## config.mk

```make
export PLATFORM = sky130hd
export DESIGN_NAME = fault_agg_ctrl
export DESIGN_NICKNAME = d
export VERILOG_FILES = /design/src/rtl/fault_agg_pkg.sv /design/src/rtl/fault_status_bank.sv /design/src/rtl/fault_mask_bank.sv /design/src/rtl/fault_summary.sv /design/src/rtl/fault_regport.sv /design/src/rtl/fault_agg_ctrl.sv
export SDC_FILE = /design/constraint.sdc
export NUM_CORES = 1
export LEC_CHECK = 0
export ABC_AREA = 1
export BUFFER_PORTS_ARGS = -buffer_cell sky130_fd_sc_hd__buf_2
export CAP_MARGIN = 20
export CORE_MARGIN = 2
export CORE_UTILIZATION = 25
export CTS_BUF_LIST = sky130_fd_sc_hd__clkbuf_2 sky130_fd_sc_hd__clkbuf_4 sky130_fd_sc_hd__clkbuf_8
export CTS_CLUSTER_DIAMETER = 40
export DETAILED_ROUTE_END_ITERATION = 7
export PLACE_DENSITY = 0.49
export SYNTH_ARGS = -nofsm -noshare
export SYNTH_HDL_FRONTEND = slang
export SYNTH_SLANG_ARGS = --single-unit
```

## constraint.sdc

```tcl
create_clock -name clk -period 1.6 [get_ports clk]
set_clock_uncertainty 0.2 [all_clocks]
set_input_delay 0 -clock clk [delete_from_list [all_inputs] [get_ports clk]]
set_output_delay 0 -clock clk [all_outputs]
set_load 0.01 [all_outputs]
```

## src/rtl/fault_agg_pkg.sv

```systemverilog
// Package: shared encodings for the fault aggregation controller.
// Assumes a two-bit register selector on the host port.
package fault_agg_pkg;

    typedef enum logic [1:0] {
        SEL_STATUS  = 2'b00,
        SEL_MASK    = 2'b01,
        SEL_SUMMARY = 2'b10,
        SEL_RSVD    = 2'b11
    } reg_sel_e;

endpackage

```

## src/rtl/fault_status_bank.sv

```systemverilog
// Module: sticky status register for one fault group.
// Raw events set bits; host write-one-to-clear removes them; an event on
// the same edge as a clear keeps the bit set. Raw inputs are synchronous.
module fault_status_bank #(
    parameter int W = 8
) (
    input  logic         clk,
    input  logic         rst_n,
    input  logic [W-1:0] raw,
    input  logic         clr_we,
    input  logic [W-1:0] clr_bits,
    output logic [W-1:0] status
);

    logic [W-1:0] status_nxt;

    // Next state: clear selected bits, then OR in new events so they win.
    always_comb begin
        status_nxt = status;
        if (clr_we) begin
            status_nxt = status & ~clr_bits;
        end
        status_nxt = status_nxt | raw;
    end

    // Status register with synchronous active-low reset.
    always_ff @(posedge clk) begin
        if (!rst_n) begin
            status <= '0;
        end else begin
            status <= status_nxt;
        end
    end

endmodule

```

## src/rtl/fault_mask_bank.sv

```systemverilog
// Module: host-written mask register for one fault group.
// A 1 masks the matching fault; reset leaves every fault unmasked.
module fault_mask_bank #(
    parameter int W = 8
) (
    input  logic         clk,
    input  logic         rst_n,
    input  logic         we,
    input  logic [W-1:0] wdata,
    output logic [W-1:0] mask
);

    // Mask register: loads on write strobe, clears on reset.
    always_ff @(posedge clk) begin
        if (!rst_n) begin
            mask <= '0;
        end else if (we) begin
            mask <= wdata;
        end
    end

endmodule

```

## src/rtl/fault_summary.sv

```systemverilog
// Module: per-group summary and output gating.
// Purely combinational from registered status and mask, so a mask write
// takes effect on the outputs right after its edge.
module fault_summary #(
    parameter int NG = 10,
    parameter int W  = 8
) (
    input  logic [NG*W-1:0] status_flat,
    input  logic [NG*W-1:0] mask_flat,
    input  logic            bal_on,
    output logic [NG-1:0]   summary,
    output logic            fault_n,
    output logic            tone_req,
    output logic            bal_stop
);

    logic any_fault;

    // One summary bit per group: any unmasked status bit.
    for (genvar g = 0; g < NG; g++) begin : g_sum
        assign summary[g] = |(status_flat[g*W +: W] & ~mask_flat[g*W +: W]);
    end

    // Output gating derived from the summary vector.
    always_comb begin
        any_fault = |summary;
        fault_n   = ~any_fault;
        tone_req  = any_fault;
        bal_stop  = any_fault & bal_on;
    end

endmodule

```

## src/rtl/fault_regport.sv

```systemverilog
// Module: host register port decode and registered read mux.
// Assumes single-cycle strobes; reads return pre-edge values one cycle later.
module fault_regport
    import fault_agg_pkg::*;
#(
    parameter int NG     = 10,
    parameter int W      = 8,
    parameter int GIDX_W = 4
) (
    input  logic            clk,
    input  logic            rst_n,
    input  logic            wr_en,
    input  logic            rd_en,
    input  logic [GIDX_W-1:0] grp_idx,
    input  logic [1:0]      reg_sel,
    input  logic [W-1:0]    wdata,
    input  logic [NG*W-1:0] status_flat,
    input  logic [NG*W-1:0] mask_flat,
    input  logic [NG-1:0]   summary,
    output logic [NG-1:0]   clr_we,
    output logic [NG-1:0]   mask_we,
    output logic [W-1:0]    rdata
);

    localparam int NBANK = (NG + W - 1) / W;
    localparam int SPADW = NBANK * W;

    reg_sel_e          sel;
    logic [SPADW-1:0]  sum_pad;
    logic [W-1:0]      rd_mux;

    assign sel     = reg_sel_e'(reg_sel);
    assign sum_pad = SPADW'(summary);

    // Write strobes per group; out-of-range index hits no group.
    for (genvar g = 0; g < NG; g++) begin : g_dec
        assign clr_we[g]  = wr_en && (sel == SEL_STATUS) && (int'(grp_idx) == g);
        assign mask_we[g] = wr_en && (sel == SEL_MASK)   && (int'(grp_idx) == g);
    end

    // Read mux: pick status, mask or summary bank; zero otherwise.
    always_comb begin
        rd_mux = '0;
        unique case (sel)
            SEL_STATUS: begin
                for (int g = 0; g < NG; g++) begin
                    if (int'(grp_idx) == g) rd_mux = status_flat[g*W +: W];
                end
            end
            SEL_MASK: begin
                for (int g = 0; g < NG; g++) begin
                    if (int'(grp_idx) == g) rd_mux = mask_flat[g*W +: W];
                end
            end
            SEL_SUMMARY: begin
                for (int b = 0; b < NBANK; b++) begin
                    if (int'(grp_idx) == b) rd_mux = sum_pad[b*W +: W];
                end
            end
            default: rd_mux = '0;
        endcase
    end

    // Read data register: updates on read strobe, holds otherwise.
    always_ff @(posedge clk) begin
        if (!rst_n) begin
            rdata <= '0;
        end else if (rd_en) begin
            rdata <= rd_mux;
        end
    end

endmodule

```

## src/rtl/fault_agg_ctrl.sv

```systemverilog
// Module: top of the maskable fault aggregation controller.
// Holds one status and one mask bank per group, summary gating and the
// host port. Raw fault inputs must already be synchronous to clk.
module fault_agg_ctrl #(
    parameter int NUM_GROUPS = 10,
    parameter int GRP_W      = 8,
    parameter int GIDX_W     = 4
) (
    input  logic                        clk,
    input  logic                        rst_n,
    input  logic [NUM_GROUPS*GRP_W-1:0] raw_fault,
    input  logic                        bal_on,
    input  logic                        wr_en,
    input  logic                        rd_en,
    input  logic [GIDX_W-1:0]           grp_idx,
    input  logic [1:0]                  reg_sel,
    input  logic [GRP_W-1:0]            wdata,
    output logic [GRP_W-1:0]            rdata,
    output logic                        fault_n,
    output logic                        tone_req,
    output logic                        bal_stop
);

    localparam int FLAT_W = NUM_GROUPS * GRP_W;

    logic [FLAT_W-1:0]     status_flat;
    logic [FLAT_W-1:0]     mask_flat;
    logic [NUM_GROUPS-1:0] summary;
    logic [NUM_GROUPS-1:0] clr_we;
    logic [NUM_GROUPS-1:0] mask_we;

    // Host port: decode and read path.
    fault_regport #(
        .NG(NUM_GROUPS), .W(GRP_W), .GIDX_W(GIDX_W)
    ) u_port (
        .clk(clk), .rst_n(rst_n), .wr_en(wr_en), .rd_en(rd_en),
        .grp_idx(grp_idx), .reg_sel(reg_sel), .wdata(wdata),
        .status_flat(status_flat), .mask_flat(mask_flat), .summary(summary),
        .clr_we(clr_we), .mask_we(mask_we), .rdata(rdata)
    );

    // One status bank and one mask bank per fault group.
    for (genvar g = 0; g < NUM_GROUPS; g++) begin : g_grp
        fault_status_bank #(.W(GRP_W)) u_stat (
            .clk(clk), .rst_n(rst_n),
            .raw(raw_fault[g*GRP_W +: GRP_W]),
            .clr_we(clr_we[g]), .clr_bits(wdata),
            .status(status_flat[g*GRP_W +: GRP_W])
        );
        fault_mask_bank #(.W(GRP_W)) u_mask (
            .clk(clk), .rst_n(rst_n),
            .we(mask_we[g]), .wdata(wdata),
            .mask(mask_flat[g*GRP_W +: GRP_W])
        );
    end

    // Summary and output gating.
    fault_summary #(.NG(NUM_GROUPS), .W(GRP_W)) u_sum (
        .status_flat(status_flat), .mask_flat(mask_flat), .bal_on(bal_on),
        .summary(summary), .fault_n(fault_n), .tone_req(tone_req),
        .bal_stop(bal_stop)
    );

endmodule

```

==> results_tabular.tex <==
\begin{tabular}{lr}
\hline
Metric & Value \\
\hline
\multicolumn{2}{l}{\textbf{Run status}} \\
\quad Status & complete, but fails checks \\
\quad Violated checks & negative setup slack \\
\multicolumn{2}{l}{\textbf{Worst hold path}} \\
\quad Number of stages on the worst hold path & 6 \\
\quad Worst hold path type & in2reg \\
\quad Endpoint of the worst hold path & g\_grp[0].u\_stat.status[3] \\
\quad Source of the worst hold timing path & reg\_sel[0] \\
\multicolumn{2}{l}{\textbf{Logic synthesis}} \\
\quad \#FFs+latches synth & 168 \\
\quad Share of cell area taken by muxes after synthesis & 0\% \\
\quad Sequential-to-total area share from yosys stat & 41.94\% \\
\quad Adder-cell area share of the yosys netlist & 0\% \\
\quad Nets in the synthesized netlist & 1285 \\
\quad Netlist area before placement & 0.008019 mm² \\
\quad Compound-gate portion of the synthesized area & 27.04\% \\
\quad Number of distinct standard cells referenced by the synthesized netlist & 28 \\
\quad Synth Area in XOR/XNOR & 0\% \\
\quad Synthesized-area fraction occupied by and/or/nand/nor cells & 17.41\% \\
\quad Synth Area per Inst & 6.761 µm² \\
\quad Gate count of the mapped netlist & 1186 \\
\quad Main combinational cell family by area after synthesis & compound AO/OA/AOI/OAI gates \\
\quad YS warnings & 0 \\
\multicolumn{2}{l}{\textbf{Critical path}} \\
\quad Slowest stage cell on the critical path & sky130\_fd\_sc\_hd\_\_dfxtp\_1 \\
\quad Crit Path Category & reg2out \\
\quad Worst reg2reg path endpoint & u\_port.rdata[0] \\
\quad Cells traversed along the worst timing path & o22ai\_1 -> nor4\_2 -> buf\_4 -> nand4\_1 -> nor2\_2 -> buf\_6 -> nor2\_1 -> buf\_2 \\
\quad Data arrival, critical path & 2050 ps \\
\quad Worst Reg2Reg Path Length in Cells & 10 \\
\quad Highest net fanout along the worst path & 3 \\
\quad Startpoint Class & flop \\
\quad Reg-to-Reg Start & g\_grp[0].u\_stat.status[5] \\
\quad Worst path required time & 1400 ps \\
\quad WP buf/inv & 3 \\
\quad Max stage delay on crit path & 440 ps \\
\quad Critical Path Sink Type & primary output \\
\quad Reg-to-reg setup timing slack & -250 ps \\
\quad Cell class contributing the biggest share of worst-path delay & simple AND/OR/NAND/NOR gates \\
\multicolumn{2}{l}{\textbf{Routing}} \\
\quad Vias post-DR & 9420 \\
\quad Initial DRC count & 627 \\
\quad DRC viols & 0 \\
\quad Post-Route WL & 37460 µm \\
\quad Vias/cell & 4.789 \\
\quad Antenna Nets Post-Route & 0 \\
\quad Post-DR wirelength/cell & 19.05 µm \\
\quad First-pass iteration count of the detailed router & 5 \\
\multicolumn{2}{l}{\textbf{STA}} \\
\quad Setup total negative slack & -2615 ps \\
\quad Measured slew at the worst slew-check pin & 425.3 ps \\
\quad Slew margin rel. & 71.54\% \\
\quad RSZ-0062 raised after global routing & yes \\
\quad Final hold violations & 0 \\
\quad Final slew viol count & 0 \\
\quad Final cycle utilization of the critical path & 140.5\% \\
\quad Smallest setup slack after layout & -647.3 ps \\
\quad Min cycle time layout & 2247 ps \\
\quad Endpoints failing setup & 9 \\
\quad Highest Clock Rate & 445.0 MHz \\
\multicolumn{2}{l}{\textbf{Pwr}} \\
\quad Maximum VDD drop & 0.0005510 V \\
\quad Switching Fraction & 28.38\% \\
\quad Final Power & 9.614 mW \\
\quad Clock network fraction of design power & 36.3\% \\
\quad Internal cell power & 6.885 mW \\
\quad Areal power density over the cells & 774.2 mW/mm² \\
\quad Leak Pwr & 5.842 nW \\
\quad Combinational share of power & 17.1\% \\
\quad Proportion of power drawn by flip-flops and latches & 46.5\% \\
\quad Switching power of the nets & 2.729 mW \\
\multicolumn{2}{l}{\textbf{Run}} \\
\quad \# Max-Cap Violations & 0 \\
\multicolumn{2}{l}{\textbf{Clocking}} \\
\quad Clock insertion delay at the later pin of the skew report & 490 ps \\
\quad Largest buffer count on any clock path & 2 \\
\quad CTS H-Tree Depth & 4 \\
\quad Clock Tree Root & sky130\_fd\_sc\_hd\_\_clkbuf\_8 \\
\quad Sink count of the clock tree & 168 \\
\quad CTS tree & done \\
\quad Worst-path clk slew & 100 ps \\
\quad Inserted Clock Buffers & 17 \\
\multicolumn{2}{l}{\textbf{GRT}} \\
\quad Vias in the first global route & 9081 \\
\quad Remaining global-route overflow & 0 \\
\quad Largest net degree at the start of global routing & 81 \\
\quad Overall Global Routing Usage & 22.09\% \\
\quad Global-route wire length before repair & 55410 µm \\
\quad Number of antenna violations at the first check in global routing & 0 \\
\multicolumn{2}{l}{\textbf{Floorplanning}} \\
\quad Standard-cell rows & 65 \\
\quad Starting density of the core & 25.41\% \\
\quad Vertical die dimension & 183.1 µm \\
\quad Die span in x & 183.1 µm \\
\quad Die Area & 0.03352 mm² \\
\quad Num ports & 110 \\
\quad Floorplan core area & 0.03156 mm² \\
\multicolumn{2}{l}{\textbf{Layout}} \\
\quad Diode count & 0 \\
\quad Area added between synthesis and finish & 54.86\% \\
\quad Total non-filler cell area in the finished layout & 0.01242 mm² \\
\quad Post-layout net count & 1651 \\
\quad Post-layout util & 39.35\% \\
\quad Fraction of layout cells with a size suffix above 1 & 30.61\% \\
\multicolumn{2}{l}{\textbf{Placement}} \\
\quad Area of placed instances & 0.01030 mm² \\
\quad Worst slack, placed & -399.8 ps \\
\quad Count of input and output buffers & 109 \\
\quad HPWL after detailed placement & 26230 µm \\
\quad Final Wtd Congestion & 0.9378 \\
\hline
\end{tabular}
==> metrics by stage <==
step           instances  hold WS, ps
2_1_floorplan       1186       -112.9
3_3_place_gp        1813        39.65
3_5_place_dp        1813        41.77
4_1_cts             1963        46.66
5_1_grt             1967        78.05
6_report            1967        64.79
==> Yosys cell counts, drive strengths merged <==
cell type    n  share of area [%]
or2         12               0.94
o21ai      196                 12
nor3         1              0.062
dfxtp      168                 42
nor3b        1               0.16
o2111ai      1               0.11
nand3       40                2.5
o211ai       2               0.19
a21boi       1              0.094
buf         23                1.7
inv        219                 10
clkbuf      36                1.7
nor4         5               0.39
nor2        50                3.0
nand4       16                1.2
o221ai       1               0.11
o22ai       27                2.1
a21oi      192                 12
a221oi       2               0.22
nand2      193                9.1
==> cells by family (layout without fill, tap and decap cells) <==
family	after synthesis	in the layout
buffers and inverters	278	657
DFF	168	168
and+or+nand+nor	318	318
AOI/OAI and AO/OA	422	422
==> worst min-delay path, delay by kind of cell <==
family / cells / cell delay (ps)
AND/OR/NAND/NOR: 2 / 220
buffers and inverters: 2 / 250
AO/OA/AOI/OAI: 2 / 230
==> state kept, by name, summed over array words and instances (netlist names) <==
name and count:
g_grp.u_mask.mask 80, g_grp.u_stat.status 80, u_port.rdata 8
==> layout make-up <==
| type | count | area [µm²] |
|---|---|---|
| fill | 3305 | 19140 |
| multi-input combinational | 740 | 3884 |
| sequential | 168 | 3411 |
| timing repair buffer | 406 | 3347 |
| inverter | 219 | 830.8 |
| tap | 402 | 503.0 |
| clock buffer | 23 | 304.0 |
| clock inverter | 9 | 138.9 |
==> how the worst max path moves through the flow <==
stage                              startpoint              end  slack [ps]  cells after the start
CTS                 g_grp[0].u_stat.status[0]         bal_stop        -700                     11
floorplan             g_grp[0].u_mask.mask[4]         tone_req          40                      9
finish                g_grp[6].u_mask.mask[4]         bal_stop        -650                      8
global placement                   grp_idx[0]  u_port.rdata[4]        -450                     12
global route          g_grp[5].u_mask.mask[3]         bal_stop        -820                     12
detailed placement                 grp_idx[0]  u_port.rdata[6]        -400                     16
==> routing by layer <==
layer	global-route usage (%)	up-vias	routed length, µm	part of all wire [%]
li1	-	4604	-	-
met1	31.20	4484	17830	48
met2	35.98	298	17320	46
met3	2.184	34	1660	4.4
met4	5.760	0	656	1.8
met5	0	-	0	0
==> cell usage in the layout (no fill, tap or decap), types with 3 or more instances in the layout <==
cell	synthesis	final
sky130_fd_sc_hd__inv_2	7	19
sky130_fd_sc_hd__o21ai_0	191	179
sky130_fd_sc_hd__o21ai_1	5	11
sky130_fd_sc_hd__dfxtp_2	0	35
sky130_fd_sc_hd__buf_4	5	160
sky130_fd_sc_hd__nand2_1	190	175
sky130_fd_sc_hd__o21ai_2	0	6
sky130_fd_sc_hd__o22ai_2	0	5
sky130_fd_sc_hd__or2_2	11	10
sky130_fd_sc_hd__nand3_4	0	3
sky130_fd_sc_hd__buf_2	17	109
sky130_fd_sc_hd__nor2_1	37	30
sky130_fd_sc_hd__nand4_1	16	16
sky130_fd_sc_hd__clkinvlp_4	0	4
sky130_fd_sc_hd__dlygate4sd3_1	0	108
sky130_fd_sc_hd__a21oi_2	0	6
sky130_fd_sc_hd__bufinv_16	0	3
sky130_fd_sc_hd__nand3_2	0	13
sky130_fd_sc_hd__nand2_4	0	4
sky130_fd_sc_hd__o22ai_1	27	22
sky130_fd_sc_hd__inv_1	212	198
sky130_fd_sc_hd__a21oi_1	192	186
sky130_fd_sc_hd__buf_12	0	17
sky130_fd_sc_hd__nand2_2	3	14
sky130_fd_sc_hd__nand3_1	40	24
sky130_fd_sc_hd__nor4_2	0	5
sky130_fd_sc_hd__buf_6	1	9
sky130_fd_sc_hd__dfxtp_1	168	132
sky130_fd_sc_hd__nor2_2	9	14
sky130_fd_sc_hd__clkinv_4	0	3
sky130_fd_sc_hd__nor2_4	4	6
sky130_fd_sc_hd__clkbuf_8	0	21
==> power groups by stage <==
stage / sequential [mW] / clock, mW / combinational [mW]
2_1_floorplan: 4.52 / 0 / 0.585
3_3_place_gp: 4.55 / 0 / 1.28
3_5_place_dp: 4.56 / 0 / 1.28
4_1_cts: 4.46 / 3.51 / 1.54
5_1_grt: 4.49 / 3.67 / 1.77
6_report: 4.47 / 3.49 / 1.65
==> what timing repair did <==
item / in CTS / in global routing
endpoints found under the setup margin: 11 / 26
hold buffers: 109 / 0
hold endpoints to repair: 168 / 0
setup buffers: 10 / 10
resized for setup: 79 / 82
cloned: 0 / 2
pin swaps: 43 / 51
No activity file was read; power rests on OpenSTA's default activity.
